File: src/rtl/bsz_pkg.sv
package bsz_pkg;
  typedef enum logic [1:0] {
    ST_IDLE = 2'd0,
    ST_ADDR = 2'd1,
    ST_DATA = 2'd2,
    ST_RESP = 2'd3
  } bsz_state_e;

  localparam int unsigned LANE_W = 8;
endpackage

File: src/rtl/bsz_ctrl.sv
module bsz_ctrl
  import bsz_pkg::*;
(
  input  logic       clk,
  input  logic       rst_n,
  input  logic       req_fire,
  input  logic       both_halves,
  input  logic       rdy_n,
  input  logic       size16_n,
  input  logic       rsp_ready,
  output bsz_state_e state,
  output logic       upper_phase,
  output logic       cyc_end,
  output logic       split_go
);
  bsz_state_e state_d;
  logic       phase_d;

  assign cyc_end  = (state == ST_DATA) && !rdy_n;
  assign split_go = cyc_end && !upper_phase && both_halves && !size16_n;

  always_comb begin
    state_d = state;
    phase_d = upper_phase;
    unique case (state)
      ST_IDLE: if (req_fire) begin
        state_d = ST_ADDR;
        phase_d = 1'b0;
      end
      ST_ADDR: state_d = ST_DATA;
      ST_DATA: if (cyc_end) begin
        if (split_go) begin
          state_d = ST_ADDR;
          phase_d = 1'b1;
        end else begin
          state_d = ST_RESP;
        end
      end
      ST_RESP: if (rsp_ready) state_d = ST_IDLE;
      default: state_d = ST_IDLE;
    endcase
  end

  always_ff @(posedge clk or negedge rst_n) begin
    if (!rst_n) begin
      state       <= ST_IDLE;
      upper_phase <= 1'b0;
    end else begin
      state       <= state_d;
      upper_phase <= phase_d;
    end
  end
endmodule

File: src/rtl/bsz_lane_steer.sv
module bsz_lane_steer #(
  parameter int unsigned DATA_W = 32
) (
  input  logic [DATA_W/8-1:0] be,
  input  logic [DATA_W-1:0]   wdata,
  input  logic                upper_phase,
  input  logic                active,
  output logic [DATA_W/8-1:0] bus_be,
  output logic [DATA_W-1:0]   bus_wdata
);
  localparam int unsigned HALF_W  = DATA_W / 2;
  localparam int unsigned HALF_BE = DATA_W / 16;

  logic lo_none;
  logic [HALF_W-1:0] lo_lanes;

  assign lo_none  = (be[HALF_BE-1:0] == '0);
  assign lo_lanes = (upper_phase || lo_none) ? wdata[DATA_W-1:HALF_W] : wdata[HALF_W-1:0];

  always_comb begin
    bus_be    = '0;
    bus_wdata = '0;
    if (active) begin
      bus_be    = upper_phase ? {be[DATA_W/8-1:HALF_BE], {HALF_BE{1'b0}}} : be;
      bus_wdata = {wdata[DATA_W-1:HALF_W], lo_lanes};
    end
  end
endmodule

File: src/rtl/bsz_rd_merge.sv
module bsz_rd_merge #(
  parameter int unsigned DATA_W = 32
) (
  input  logic                clk,
  input  logic                rst_n,
  input  logic                clear,
  input  logic                cyc_end,
  input  logic                split_go,
  input  logic                upper_phase,
  input  logic                narrow,
  input  logic [DATA_W/8-1:0] be,
  input  logic                is_write,
  input  logic [DATA_W-1:0]   rdata,
  output logic [DATA_W-1:0]   merged
);
  localparam int unsigned NBYTE   = DATA_W / 8;
  localparam int unsigned HALF_BE = NBYTE / 2;

  logic lo_none;
  logic take_lo;
  logic take_up;
  logic up_from_low;

  assign lo_none     = (be[HALF_BE-1:0] == '0);
  assign take_lo     = cyc_end && !upper_phase;
  assign take_up     = cyc_end && !split_go;
  assign up_from_low = upper_phase || (narrow && lo_none);

  for (genvar i = 0; i < NBYTE; i++) begin : g_byte
    logic [7:0] src;
    logic       take;
    if (i < HALF_BE) begin : g_lo
      assign src  = rdata[8*i +: 8];
      assign take = take_lo;
    end else begin : g_up
      assign src  = up_from_low ? rdata[8*(i-HALF_BE) +: 8] : rdata[8*i +: 8];
      assign take = take_up;
    end

    always_ff @(posedge clk or negedge rst_n) begin
      if (!rst_n) begin
        merged[8*i +: 8] <= '0;
      end else if (clear) begin
        merged[8*i +: 8] <= '0;
      end else if (take) begin
        merged[8*i +: 8] <= (be[i] && !is_write) ? src : 8'h00;
      end
    end
  end
endmodule

File: src/rtl/bsz_unit.sv
module bsz_unit
  import bsz_pkg::*;
#(
  parameter int unsigned ADDR_W = 30,
  parameter int unsigned DATA_W = 32
) (
  input  logic                clk,
  input  logic                rst_n,
  input  logic                req_valid,
  output logic                req_ready,
  input  logic [DATA_W/8-1:0] req_be,
  input  logic [ADDR_W-1:0]   req_addr,
  input  logic                req_write,
  input  logic [DATA_W-1:0]   req_wdata,
  output logic                rsp_valid,
  input  logic                rsp_ready,
  output logic [DATA_W-1:0]   rsp_rdata,
  output logic                bus_cyc,
  output logic                bus_ads,
  output logic [ADDR_W-1:0]   bus_addr,
  output logic [DATA_W/8-1:0] bus_be,
  output logic                bus_write,
  output logic [DATA_W-1:0]   bus_wdata,
  input  logic [DATA_W-1:0]   bus_rdata,
  input  logic                bus_rdy_n,
  input  logic                bus_size16_n
);
  localparam int unsigned NBYTE   = DATA_W / 8;
  localparam int unsigned HALF_BE = NBYTE / 2;

  bsz_state_e          state;
  logic                upper_phase;
  logic                cyc_end;
  logic                split_go;
  logic                req_fire;
  logic [NBYTE-1:0]    be_q;
  logic [ADDR_W-1:0]   addr_q;
  logic                we_q;
  logic [DATA_W-1:0]   wdata_q;
  logic                both_halves;

  assign req_ready   = (state == ST_IDLE);
  assign req_fire    = req_valid && req_ready;
  assign rsp_valid   = (state == ST_RESP);
  assign bus_cyc     = (state == ST_ADDR) || (state == ST_DATA);
  assign bus_ads     = (state == ST_ADDR);
  assign bus_addr    = addr_q;
  assign bus_write   = we_q;
  assign both_halves = (be_q[HALF_BE-1:0] != '0) && (be_q[NBYTE-1:HALF_BE] != '0);

  always_ff @(posedge clk or negedge rst_n) begin
    if (!rst_n) begin
      be_q    <= '0;
      addr_q  <= '0;
      we_q    <= 1'b0;
      wdata_q <= '0;
    end else if (req_fire) begin
      be_q    <= req_be;
      addr_q  <= req_addr;
      we_q    <= req_write;
      wdata_q <= req_wdata;
    end
  end

  bsz_ctrl u_ctrl (
    .clk         (clk),
    .rst_n       (rst_n),
    .req_fire    (req_fire),
    .both_halves (both_halves),
    .rdy_n       (bus_rdy_n),
    .size16_n    (bus_size16_n),
    .rsp_ready   (rsp_ready),
    .state       (state),
    .upper_phase (upper_phase),
    .cyc_end     (cyc_end),
    .split_go    (split_go)
  );

  bsz_lane_steer #(.DATA_W(DATA_W)) u_steer (
    .be          (be_q),
    .wdata       (wdata_q),
    .upper_phase (upper_phase),
    .active      (bus_cyc),
    .bus_be      (bus_be),
    .bus_wdata   (bus_wdata)
  );

  bsz_rd_merge #(.DATA_W(DATA_W)) u_merge (
    .clk         (clk),
    .rst_n       (rst_n),
    .clear       (req_fire),
    .cyc_end     (cyc_end),
    .split_go    (split_go),
    .upper_phase (upper_phase),
    .narrow      (!bus_size16_n),
    .be          (be_q),
    .is_write    (we_q),
    .rdata       (bus_rdata),
    .merged      (rsp_rdata)
  );
endmodule

File: config.mk
export PLATFORM = sky130hd
export DESIGN_NAME = bsz_unit
export DESIGN_NICKNAME = d
export VERILOG_FILES = /design/src/rtl/bsz_pkg.sv /design/src/rtl/bsz_ctrl.sv /design/src/rtl/bsz_lane_steer.sv /design/src/rtl/bsz_rd_merge.sv /design/src/rtl/bsz_unit.sv
export SDC_FILE = /design/constraint.sdc
export NUM_CORES = 1
export LEC_CHECK = 0
export ABC_AREA = 1
export BUFFER_PORTS_ARGS = -buffer_cell sky130_fd_sc_hd__buf_2
export CORE_MARGIN = 1.5
export CORE_UTILIZATION = 25
export CTS_BUF_LIST = sky130_fd_sc_hd__clkbuf_16
export CTS_CLUSTER_DIAMETER = 40
export CTS_CLUSTER_SIZE = 25
export DETAILED_ROUTE_END_ITERATION = 6
export PLACE_DENSITY = 0.48
export SLEW_MARGIN = 15
export SYNTH_ARGS = -nofsm -noshare
export SYNTH_HDL_FRONTEND = slang
export SYNTH_HIERARCHICAL = 1
export SYNTH_SLANG_ARGS = --single-unit
File: constraint.sdc
create_clock -name clk -period 1.7 [get_ports clk]
set_input_delay 0.17 -clock clk [delete_from_list [all_inputs] [get_ports clk]]
set_output_delay 0.17 -clock clk [all_outputs]
set_load 0.02 [all_outputs]
Yosys cells after proc, flatten, opt, wreduce, memory -nomap -nowiden

Index checks and enable logic that the tools add are counted.

Reductions and logical operators: 29
Eq/ne operators: 7
Multiplexer cells: 27

Operators by type and width:

| kind                                          | count |
|---|---|
| 2-to-1 mux 8 bit                              | 14 |
| 2-to-1 mux 32 bit                             | 1 |
| 2-to-1 mux 16 bit                             | 1 |
| logical AND 1 bit                             | 12 |
| 2-to-1 mux 2 bit                              | 5 |
| nonzero test 2 bit                            | 5 |
| != test 2 x 1 -> 1 bit, second input constant | 4 |
| one-hot mux 2 bit (4 select lines)            | 1 |
| zero test 1 bit                               | 5 |
| == test 2 bit, second input constant          | 2 |
| zero test 2 bit                               | 2 |
| 2-to-1 mux 4 bit                              | 1 |
| AND reduction 4 bit                           | 1 |
| logical OR 1 bit                              | 3 |
| 2-to-1 mux 1 bit                              | 3 |
| AND reduction 3 bit                           | 1 |
| == test 2 x 1 -> 1 bit, second input constant | 1 |
| one-hot mux 1 bit (2 select lines)            | 1 |

Register bits after elaboration: 102

Depth between registers and ports, before layout

Gate-level depths: netlist of the first run.

Depth after elaboration: 9
Gate-level depth with buffers: 13
Depth with buffers taken out: 10

By module

Netlist of the first run, hierarchy kept.

Modules (own cells, without submodules):

| module         | times used | cells each | area each (um2) |
|---|---|---|---|
| bsz_unit       | 1          | 302        | 2756.4 |
| bsz_rd_merge   | 1          | 201        | 1731.7 |
| bsz_lane_steer | 1          | 133        | 569.3 |
| bsz_ctrl       | 1          | 28         | 200.2 |

Least setup slack after synthesis of the first run

Ideal clock, no wire load.

Path type: register to register
From: register u_ctrl.state[1]
To: register u_merge.merged[15]
Buffers on the path: 4
Setup time: 0.119 ns
Arrival time: 1.912 ns
Setup slack: -0.330 ns
Cell stages (with the launch flop): 12
Clock period less this slack: 2.030 ns
Cell sequence: dfrtp_1 inv_1 ha_1 buf_4 nand2_4 buf_6 buf_6 inv_1 inv_1 buf_2 nand3_1 o21ai_2

RTL lines:

| item                                                          | RTL line           | RTL |
|---|---|---|
| from (decl)                                                   | bsz_ctrl.sv:11     | `output bsz_state_e state,` |
| from (signal assigned)                                        | bsz_ctrl.sv:49     | `state <= state_d;` |
| zero test 2 bit *                                             | bsz_unit.sv:42     | `assign req_ready = (state == ST_IDLE);` |
| named net req_ready                                           | bsz_unit.sv:10     | `output logic req_ready,` |
| logical AND 1 bit *                                           | bsz_unit.sv:43     | `assign req_fire = req_valid && req_ready;` |
| named net req_fire                                            | bsz_unit.sv:35     | `logic req_fire;` |
| 2-to-1 mux 8 bit / nonzero test 2 bit (equally long branches) | --                 |  |
| to (signal, indexed assignment)                               | bsz_rd_merge.sv:46 | `merged[8*i +: 8] <= (be[i] && !is_write) ? src : 8'h00;` |
| to (decl)                                                     | bsz_rd_merge.sv:14 | `output logic [DATA_W-1:0] merged` |

Mark *: on every way through the listed nets, which the timed path passes. The rest lies on a longest branch.
A chain may end at the register's enable or synchronous reset.

Worst setup path after layout of the first run

From: register u_ctrl.state[0]
To: output port bus_wdata[6]

Word-level cells in the longest chain between the ends: 3

Ends and longest elaborated chain:

| item                                                           | RTL line             | RTL |
|---|---|---|
| == test 2 x 1 -> 1 bit / == test 2 bit (equally long branches) | bsz_unit.sv:45       | `assign bus_cyc = (state == ST_ADDR) \|\| (state == ST_DATA);` |
| logical OR 1 bit *                                             | bsz_unit.sv:45       |  |
| 2-to-1 mux 32 bit *                                            | bsz_lane_steer.sv:23 | `if (active) begin` |
| to (decl)                                                      | bsz_unit.sv:23       | `output logic [DATA_W-1:0] bus_wdata,` |

Mark *: on every way between the ends. The rest lies on a longest branch, timed or not.

==> out/results.ini, run 1 <==
[run_status]
status = finished, violations left
violations = setup timing

[power_and_ir_drop]
p_comb_frac = 0.605
pwr-share-clk = 0.133
vdd_ir_drop_max_uv = 881
swShare = 0.479
seqPwrFrac = 0.263
leakagePower_nw = 4.29
powerDensity_nw_per_um2 = 2080
p_int_w = 0.00798
p_switching_w = 0.00735

[worst_setup_path]
crit_type = register to primary output
worstRegToRegCells = 10
r2r_start = u_ctrl/state[0]
crit_buf_inv = 3
reg2reg_slack_ns = 0.12
timing.rr.end = u_merge/merged[24]
slowest_stage = dfrtp_2
crit_family = flip-flops
crit_path_start_kind = register
end_kind = primary output
path_cells = inv_2 > ha_4 > buf_12 > nand2_2 > nor2_1 > buf_4
worstPathMaxFanout = 11
cpPeakStageDelay_ns = 0.38
crit_arrival_ns = 1.58
required_ns = 1.53

[hold_path]
holdCritStartpoint = req_addr[3]
hold_depth = 3
min_to = bus_addr[3]
hold_path_class = primary input to register

[timing]
setup_viol = 16
drv_slew = 0
max_freq_ghz = 0.571
timing.final.ws_setup_ns = -0.0526
hold_violations = 0
max_slew_margin = 0.492
finalCriticalPeriod_ns = 1.75
fin_crit_sh = 1.03
tightest_slew_ns = 0.762
rsz0062_at_grt = yes
fin_setup_tns_ns = -0.498
finClkSkew_ns = 0.0109

[clock_tree]
clk_path_buf_depth = 2
clkLatencyLatePin_ns = 0.35
clk_pin_slew_worst_paths_ns = 0.08
tritoncts = done
ctsHtreeMaxLevel = 3
cts_sinks = 102
cts_buffers = 9
root_buffer = clkbuf_16

[floorplanning]
num_rows = 52
die-height_um = 148
initial_core_util = 0.257
coreArea_um2 = 20400
dieWidth_um = 148
design.die.area_um2 = 21900
io_pins = 208

[global_route]
grt_util_all_layers = 0.162
grt_pass1_vias = 4906
grt_pass1_wl_um = 27400
antenna_found_initial = 5
overflow = 0
grt_max_degree = 68

[logic_synthesis]
ys_warn_count = 6
synth_area_per_cell_um2 = 7.92
netlist_area_um2 = 5260
syn-num-nets = 772
synth_seq_cells = 102
synth_cell_types = 26
synthCells = 664
seq_area_frac_synth = 0.485

[finish]
design_area_um2 = 7380
drive_gt1_frac = 0.388
fin_nets = 984
final_common_cell = nand2_1
postLayoutCoreUtil = 0.361
layout_common_cells = 219 x nand2_1, 169 x buf_2, 117 x nand3_1
area.growth.synth_to_final_pct = 40.3
fillers = 2212

[place]
finalWeightedCongestion = 0.756
io_buffers = 207
dp_hpwl_um = 11700
pre_cts_ws_ns = -0.0325
dpl_cell_area_um2 = 6640

[routing]
route.detailed.drc = 0
wl_um = 17700
drt_first_pass_iters = 4
wl_per_cell_um = 15.3
vias = 4968
drt_iter0_markers = 199
drtAntennaViolNets = 0
viasPerCell = 4.31

[flow_run]
cap_violations = 0

[metrics by stage]
step | power, W | hold slack (ns) | cells
after floorplan | 0.00926 | -0.126 | 664
after CTS | 0.0151 | 0.0170 | 1146
after global placement | 0.0117 | 0.104 | 1121
after global routing | 0.0165 | 0.0268 | 1151
final | 0.0153 | 0.0265 | 1153
after detailed placement | 0.0117 | 0.106 | 1121
[sequential cells by signal (all words and copies together) (netlist names)]
name,cells
wdata_q,32
be_q,4
u_ctrl/upper_phase,1
u_ctrl/state,2
bus_addr,30
u_merge/merged,32
bus_write,1
[how the worst max path moves through the flow]
stage	depth (start not counted)	slack, ns	from	end
3_5_place_dp	7	-0.03	u_ctrl/state[0]	u_merge/merged[11]
4_1_cts	6	-0.09	u_ctrl/state[0]	bus_wdata[12]
5_1_grt	6	-0.13	u_ctrl/state[0]	bus_wdata[11]
2_1_floorplan	12	-0.13	u_ctrl/state[1]	u_merge/merged[0]
3_3_place_gp	7	0.03	u_ctrl/state[0]	u_merge/merged[9]
6_report	6	-0.05	u_ctrl/state[0]	bus_wdata[6]
[worst reg2reg max path, cell delays in order, from the launching register on]
cell and delay [ns]:
dfrtp_2 0.42, buf_4 0.16, inv_2 0.06, nand2_2 0.06, nor2_4 0.14, inv_2 0.08, nor2_8 0.11, nand2_4 0.10
nor2_8 0.21, nand3_1 0.10, nand2_1 0.07
[routing by layer]
metal	vias to the layer above	GRT usage	wire [um]
li1	2482	-	-
met1	2289	0.211	7900
met2	176	0.258	8080
met3	15	0.0571	1510
met4	6	0.0356	131
met5	-	0	46
[final cells by class]
class | instances | area (um2) | share of cell area
flip-flops and latches | 102 | 2560 | 0.347
multi-input cells | 443 | 2290 | 0.311
clock inverters | 7 | 55.1 | 0.00746
inverters | 84 | 333 | 0.0451
diodes | 2 | 5.00 | 0.000678
clock buffers | 9 | 225 | 0.0305
repair buffers | 236 | 1570 | 0.213
well taps | 270 | 338 | 0.0458
[synth_stat cells (all sizes together)]
cell | n | area [um2]
ha | 3 | 37.5
o21bai | 1 | 7.51
inv | 84 | 323
nand3 | 132 | 666
dlymetal6s2s | 1 | 12.5
a21oi | 1 | 5.00
o21ai | 18 | 143
dfrtp | 102 | 2550
nor2 | 48 | 275
nand2 | 238 | 973
nand3b | 1 | 7.51
buf | 35 | 255
[power groups by stage]
stage               clock (W)  sequential (W)  combinational [W]
detailed placement          0         0.00406            0.00766
global placement            0         0.00409            0.00763
CTS                   0.00211         0.00403            0.00897
finish                0.00204         0.00402            0.00927
global route          0.00219         0.00416             0.0101
floorplan                   0         0.00463            0.00463
[cell families (layout without fill, tap and decap cells)]
family / Yosys count / count (layout) / synth area share
AOI/OAI and AO/OA: 20 / 20 / 0.0295
adders and majority gates: 3 / 3 / 0.00714
buffers and inverters: 120 / 336 / 0.112
DFF: 102 / 102 / 0.485
other: 0 / 2 / 0
and+or+nand+nor: 419 / 420 / 0.366
[repair_timing]
action | CTS | global route
pin swaps | 1 | 7
hold endpoints to repair | 19 | 0
resized for setup | 67 | 36
hold buffers | 1 | 0
setup endpoints to repair | 53 | 57
setup buffers | 6 | 5
cloned | 2 | 1
(Power assumes the default switching activity.)
==> run 2: changes to the inputs <==
--- a/config.mk
+++ b/config.mk
@@ -13,6 +13,7 @@
 export CTS_CLUSTER_DIAMETER = 40
 export CTS_CLUSTER_SIZE = 25
 export DETAILED_ROUTE_END_ITERATION = 6
+export MAX_ROUTING_LAYER = met4
 export PLACE_DENSITY = 0.48
 export SLEW_MARGIN = 15
 export SYNTH_ARGS = -nofsm -noshare
==> out/results.ini, run 2 (synthesis gave the netlist of run 1 again) <==
[run_status]
status = finished, violations left
violations = setup timing

[finish]
drive_gt1_frac = 0.387
design_area_um2 = 7360
fin_nets = 984
instances_no_fill = 1156
postLayoutCoreUtil = 0.360
layout_common_cells = 220 x nand2_1, 169 x buf_2, 117 x nand3_1
final_common_cell = nand2_1
area.growth.synth_to_final_pct = 40.1

[floorplanning]
initial_core_util = 0.257
coreArea_um2 = 20400
design.die.area_um2 = 21900
die-height_um = 148
dieWidth_um = 148
num_rows = 52
io_pins = 208

[timing]
tightest_slew_ns = 0.760
max_freq_ghz = 0.573
finalCriticalPeriod_ns = 1.74
rsz0062_at_grt = yes
fin_setup_tns_ns = -0.459
timing.final.ws_setup_ns = -0.0447
fin_crit_sh = 1.03
hold_violations = 0
setup_viol = 18
finClkSkew_ns = 0.0102
max_slew_margin = 0.494
drv_slew = 0

[power_and_ir_drop]
powerDensity_nw_per_um2 = 2070
vdd_ir_drop_max_uv = 882
leakagePower_nw = 4.28

[worst_setup_path]
crit_path_start_kind = register
worstRegToRegCells = 10
crit_arrival_ns = 1.57
required_ns = 1.53
worstPathMaxFanout = 11
crit_start = u_ctrl/state[0]
reg2reg_slack_ns = 0.13
end_kind = primary output
r2r_start = u_ctrl/state[0]
timing.rr.end = u_merge/merged[24]
crit_type = register to primary output
endpoint = bus_wdata[6]

[clock_tree]
clkLatencyLatePin_ns = 0.35
cts_buffers = 9
tritoncts = done
root_buffer = clkbuf_16
clk_pin_slew_worst_paths_ns = 0.08
clk_path_buf_depth = 2
cts_sinks = 102
ctsHtreeMaxLevel = 3

[routing]
wl_per_cell_um = 15.3
drt_iter0_markers = 190
drt_first_pass_iters = 4
vias = 4954
wl_um = 17700
route.detailed.drc = 0
viasPerCell = 4.29
drtAntennaViolNets = 0

[global_route]
grt_util_all_layers = 0.167
overflow = 0
grt_pass1_wl_um = 27400
grt_max_degree = 68
grt_pass1_vias = 4909
antenna_found_initial = 5

[place]
dpl_cell_area_um2 = 6640
io_buffers = 207
dp_hpwl_um = 11700
finalWeightedCongestion = 0.766
placedCellCount = 1121
pre_cts_ws_ns = -0.0325

[flow_run]
cap_violations = 0

[hold_path]
hold_path_class = primary input to register

## run 2: layout make-up
class                   instances  area (um2)
clock buffers                   9         225
flip-flops and latches        102        2560
well taps                     270         338
clock inverters                 7        55.1
inverters                      84         333
repair buffers                236        1570
multi-input cells             443        2270
diodes                          5        12.5
fillers                      2218       13100
## run 2: where the power goes
group          total [W]  internal (W)  switching (W)
Combinational    0.00918       0.00355        0.00563
Clock            0.00203       0.00101        0.00102
Sequential       0.00403       0.00339       0.000640
Total             0.0152       0.00795        0.00729
## run 2: per-layer routing
layer	vias to the layer above	track usage	wire, um
li1	2487	-	-
met1	2296	0.215	8050
met2	162	0.258	8180
met3	9	0.0519	1330
met4	0	0.0356	134
met5	-	-	0
## run 2: per-stage QoR
step	hold slack, ns	total power, W
final	0.0276	0.0152
after CTS	0.0170	0.0151
after global routing	0.0271	0.0164
after floorplan	-0.126	0.00926
after global placement	0.104	0.0117
after detailed placement	0.106	0.0117
## run 2: worst min-delay path by stage
stage / depth (start not counted) / slack, ns / to / start
global route: 3 / 0.03 / bus_addr[7] / req_addr[7]
CTS: 3 / 0.02 / bus_addr[3] / req_addr[3]
detailed placement: 1 / 0.11 / u_merge/merged[1] / rst_n
floorplan: 0 / -0.13 / be_q[0] / rst_n
global placement: 1 / 0.10 / u_merge/merged[3] / rst_n
finish: 3 / 0.03 / bus_addr[3] / req_addr[3]
## run 2: what timing repair did
item	4_1_cts	5_1_grt
endpoints found under the setup margin	53	57
setup buffers	6	5
hold buffers	1	0
gates cloned	2	1
pin swaps	1	4
endpoints found under the hold margin	19	0
gates resized for setup	67	31
## run 2: critical path: stages, from the launching register on
cell,delay [ns]
dfrtp_2,0.37
inv_2,0.05
ha_4,0.33
buf_12,0.15
nand2_2,0.06
nor2_1,0.10
buf_4,0.15
==> run 3: changes to the inputs <==
--- a/config.mk
+++ b/config.mk
@@ -5,16 +5,17 @@
 export SDC_FILE = /design/constraint.sdc
 export NUM_CORES = 1
 export LEC_CHECK = 0
-export ABC_AREA = 1
+export ABC_AREA = 0
 export BUFFER_PORTS_ARGS = -buffer_cell sky130_fd_sc_hd__buf_2
 export CORE_MARGIN = 1.5
 export CORE_UTILIZATION = 25
 export CTS_BUF_LIST = sky130_fd_sc_hd__clkbuf_16
-export CTS_CLUSTER_DIAMETER = 40
+export CTS_CLUSTER_DIAMETER = 30
 export CTS_CLUSTER_SIZE = 25
 export DETAILED_ROUTE_END_ITERATION = 6
 export MAX_ROUTING_LAYER = met4
-export PLACE_DENSITY = 0.48
+export PLACE_DENSITY = 0.49
+export SKIP_CTS_REPAIR_TIMING = 1
 export SLEW_MARGIN = 15
 export SYNTH_ARGS = -nofsm -noshare
 export SYNTH_HDL_FRONTEND = slang
==> out/results.ini, run 3 <==
[flow_run]
cap_violations = 0

[global_route]
antenna_found_initial = 3
overflow = 0
grt_util_all_layers = 0.136
grt_pass1_wl_um = 20800
grt_pass1_vias = 3920
grt_max_degree = 55

[floorplanning]
design.die.area_um2 = 20500
io_pins = 208
coreArea_um2 = 19400
die-height_um = 143
num_rows = 51
initial_core_util = 0.254
dieWidth_um = 143

[logic_synthesis]
synthArstFlopShare = 1.00
synth.top_cell.area_share = 0.519
synth_top_family_by_area = multiplexers
synthMostInstantiatedCell = dfrtp_1
synth_cell_types = 39
ys_warn_count = 6
seq_area_frac_synth = 0.519
synth_area_leaders = dfrtp_1 52%, mux2_2 11%, mux2_4 5.8%, o221ai_2 4.3%, mux2i_1 3.3%
synth_ff_type = dfrtp_1
synth_xor_area_frac = 0
synth_area_per_cell_um2 = 13.0
synth_mux_area_frac = 0.203
synth.top_cells.by_count = 102 x dfrtp_1, 49 x mux2_2, 39 x inv_1
yosysTopAreaCell = dfrtp_1
synth_compound_area_frac = 0.117
synth_seq_cells = 102
synth_simple_gate_area_frac = 0.0686
synthCells = 379
netlist_area_um2 = 4920
synthAdderAreaFrac = 0.00763
syn-num-nets = 487
synth_edf_count = 0

[worst_setup_path]
crit_type = register to primary output
reg2reg_slack_ns = -0.10
r2r_start = be_q[1]
worstRegToRegCells = 7
crit_start = u_ctrl/upper_phase
timing.rr.end = u_merge/merged[16]
slowest_stage = dfrtp_2
path_cells = buf_12 > o21ba_4 > clkbuf_16 > mux2i_1 > buf_2
crit_arrival_ns = 1.75
crit_path_start_kind = register
endpoint = bus_wdata[13]
cpPeakStageDelay_ns = 0.43
worstPathMaxFanout = 8
end_kind = primary output
required_ns = 1.53

[routing]
route.detailed.drc = 0
drtAntennaViolNets = 0
wl_per_cell_um = 16.2
viasPerCell = 4.43
drt_iter0_markers = 125
vias = 3940
drt_first_pass_iters = 4
wl_um = 14400

[place]
finalWeightedCongestion = 0.812
dpl_cell_area_um2 = 6400
pre_cts_ws_ns = -0.208
dp_hpwl_um = 10200
placedCellCount = 856
io_buffers = 207

[clock_tree]
cts_sinks = 102
clk_path_buf_depth = 2
root_buffer = clkbuf_16
tritoncts = done
cts_buffers = 9
clk_pin_slew_worst_paths_ns = 0.07
ctsHtreeMaxLevel = 3
clkLatencyLatePin_ns = 0.35

[power_and_ir_drop]
leakagePower_nw = 3.54
p_int_w = 0.00925
pwr-share-clk = 0.121
swShare = 0.422
seqPwrFrac = 0.267
vdd_ir_drop_max_uv = 1270
p_comb_frac = 0.612
finalPower_w = 0.0160
powerDensity_nw_per_um2 = 2220
p_switching_w = 0.00674

[finish]
multi_input_area_um2 = 2120
fin_nets = 726
fillers = 1941
seq_area_um2 = 2560
design_area_um2 = 7210
final_common_cell = buf_2
instances_no_fill = 890
area.growth.synth_to_final_pct = 46.5
layout_common_cells = 173 x buf_2, 99 x dfrtp_1, 49 x mux2_2
postLayoutCoreUtil = 0.372
drive_gt1_frac = 0.641

[timing]
drv_slew = 0
max_slew_margin = 0.452
hold_violations = 0
setup_viol = 52
finalCriticalPeriod_ns = 1.92
max_freq_ghz = 0.521
tightest_slew_ns = 0.822
rsz0062_at_grt = yes
timing.final.ws_setup_ns = -0.218
finClkSkew_ns = 0.00661
fin_crit_sh = 1.13

[run_status]
violations = setup timing
status = finished, violations left

[hold_path]
hold_path_class = primary input to register

## run 3: cell types whose count changed after synthesis, sizes merged, moves of 3 or more
cell | previous run | this run
mux2 | 0 | 68
and2 | 0 | 5
o2111ai | 0 | 16
mux2i | 0 | 16
inv | 84 | 39
buf | 35 | 27
o21ai | 18 | 0
nor2 | 48 | 2
nand2 | 238 | 33
a22o | 0 | 16
clkbuf | 0 | 3
o221ai | 0 | 16
nand3 | 132 | 16
## run 3: worst min-delay path by stage
stage                    endpoint  startpoint  cells after the start  slack (ns)
6_report          u_ctrl/state[0]   rsp_ready                      2       0.009
5_1_grt           u_ctrl/state[0]   rsp_ready                      2       0.005
4_1_cts        u_merge/merged[11]       rst_n                      1       -0.30
3_5_place_dp   u_merge/merged[11]       rst_n                      1        0.09
3_3_place_gp   u_merge/merged[11]       rst_n                      1        0.09
2_1_floorplan             be_q[0]       rst_n                      0       -0.13
## run 3: metal layers
layer,global-route usage,share of wire,up-vias
met5,-,0,-
met4,0.0392,0.011,0
met3,0.0437,0.084,12
met2,0.212,0.46,170
met1,0.169,0.44,1926
li1,-,-,1832
## run 3: cell families after synthesis
kind of cell | after synthesis
AND/OR/NAND/NOR | 64
buffers and inverters | 69
AO/OA/AOI/OAI | 57
multiplexers | 84
flip-flops | 102
adder cells (fa/ha/maj) | 3
## run 3: area by class of cell
class                      instances  area share
timing repair buffer             258       0.248
inverter                          39      0.0203
clock buffer                       9      0.0312
clock inverter                     6     0.00538
multi-input combinational        208       0.293
sequential                       102       0.355
antenna                            3     0.00104
tap                              265      0.0460
## run 3: power groups by stage
| stage | combinational [W] | sequential (W) | clock, W |
|---|---|---|---|
| floorplan | 0.00465 | 0.00498 | 0 |
| CTS | 0.00805 | 0.00419 | 0.00203 |
| global placement | 0.00795 | 0.00418 | 0 |
| detailed placement | 0.00802 | 0.00422 | 0 |
| global route | 0.0105 | 0.00440 | 0.00210 |
| finish | 0.00979 | 0.00426 | 0.00194 |
## run 3: metrics by stage
stage          hold WS, ns  setup TNS (ns)
4_1_cts             -0.297          -11.08
2_1_floorplan       -0.126           -8.07
6_report           0.00852           -5.35
3_3_place_gp        0.0940           -2.20
3_5_place_dp        0.0945           -2.83
5_1_grt            0.00460          -11.07
## run 3: critical path, delay by kind of cell, from the launching register on
family	cells	cell delay, ns
compound gates	1	0.25
buf+inv	3	0.50
mux	1	0.22
flops	1	0.43
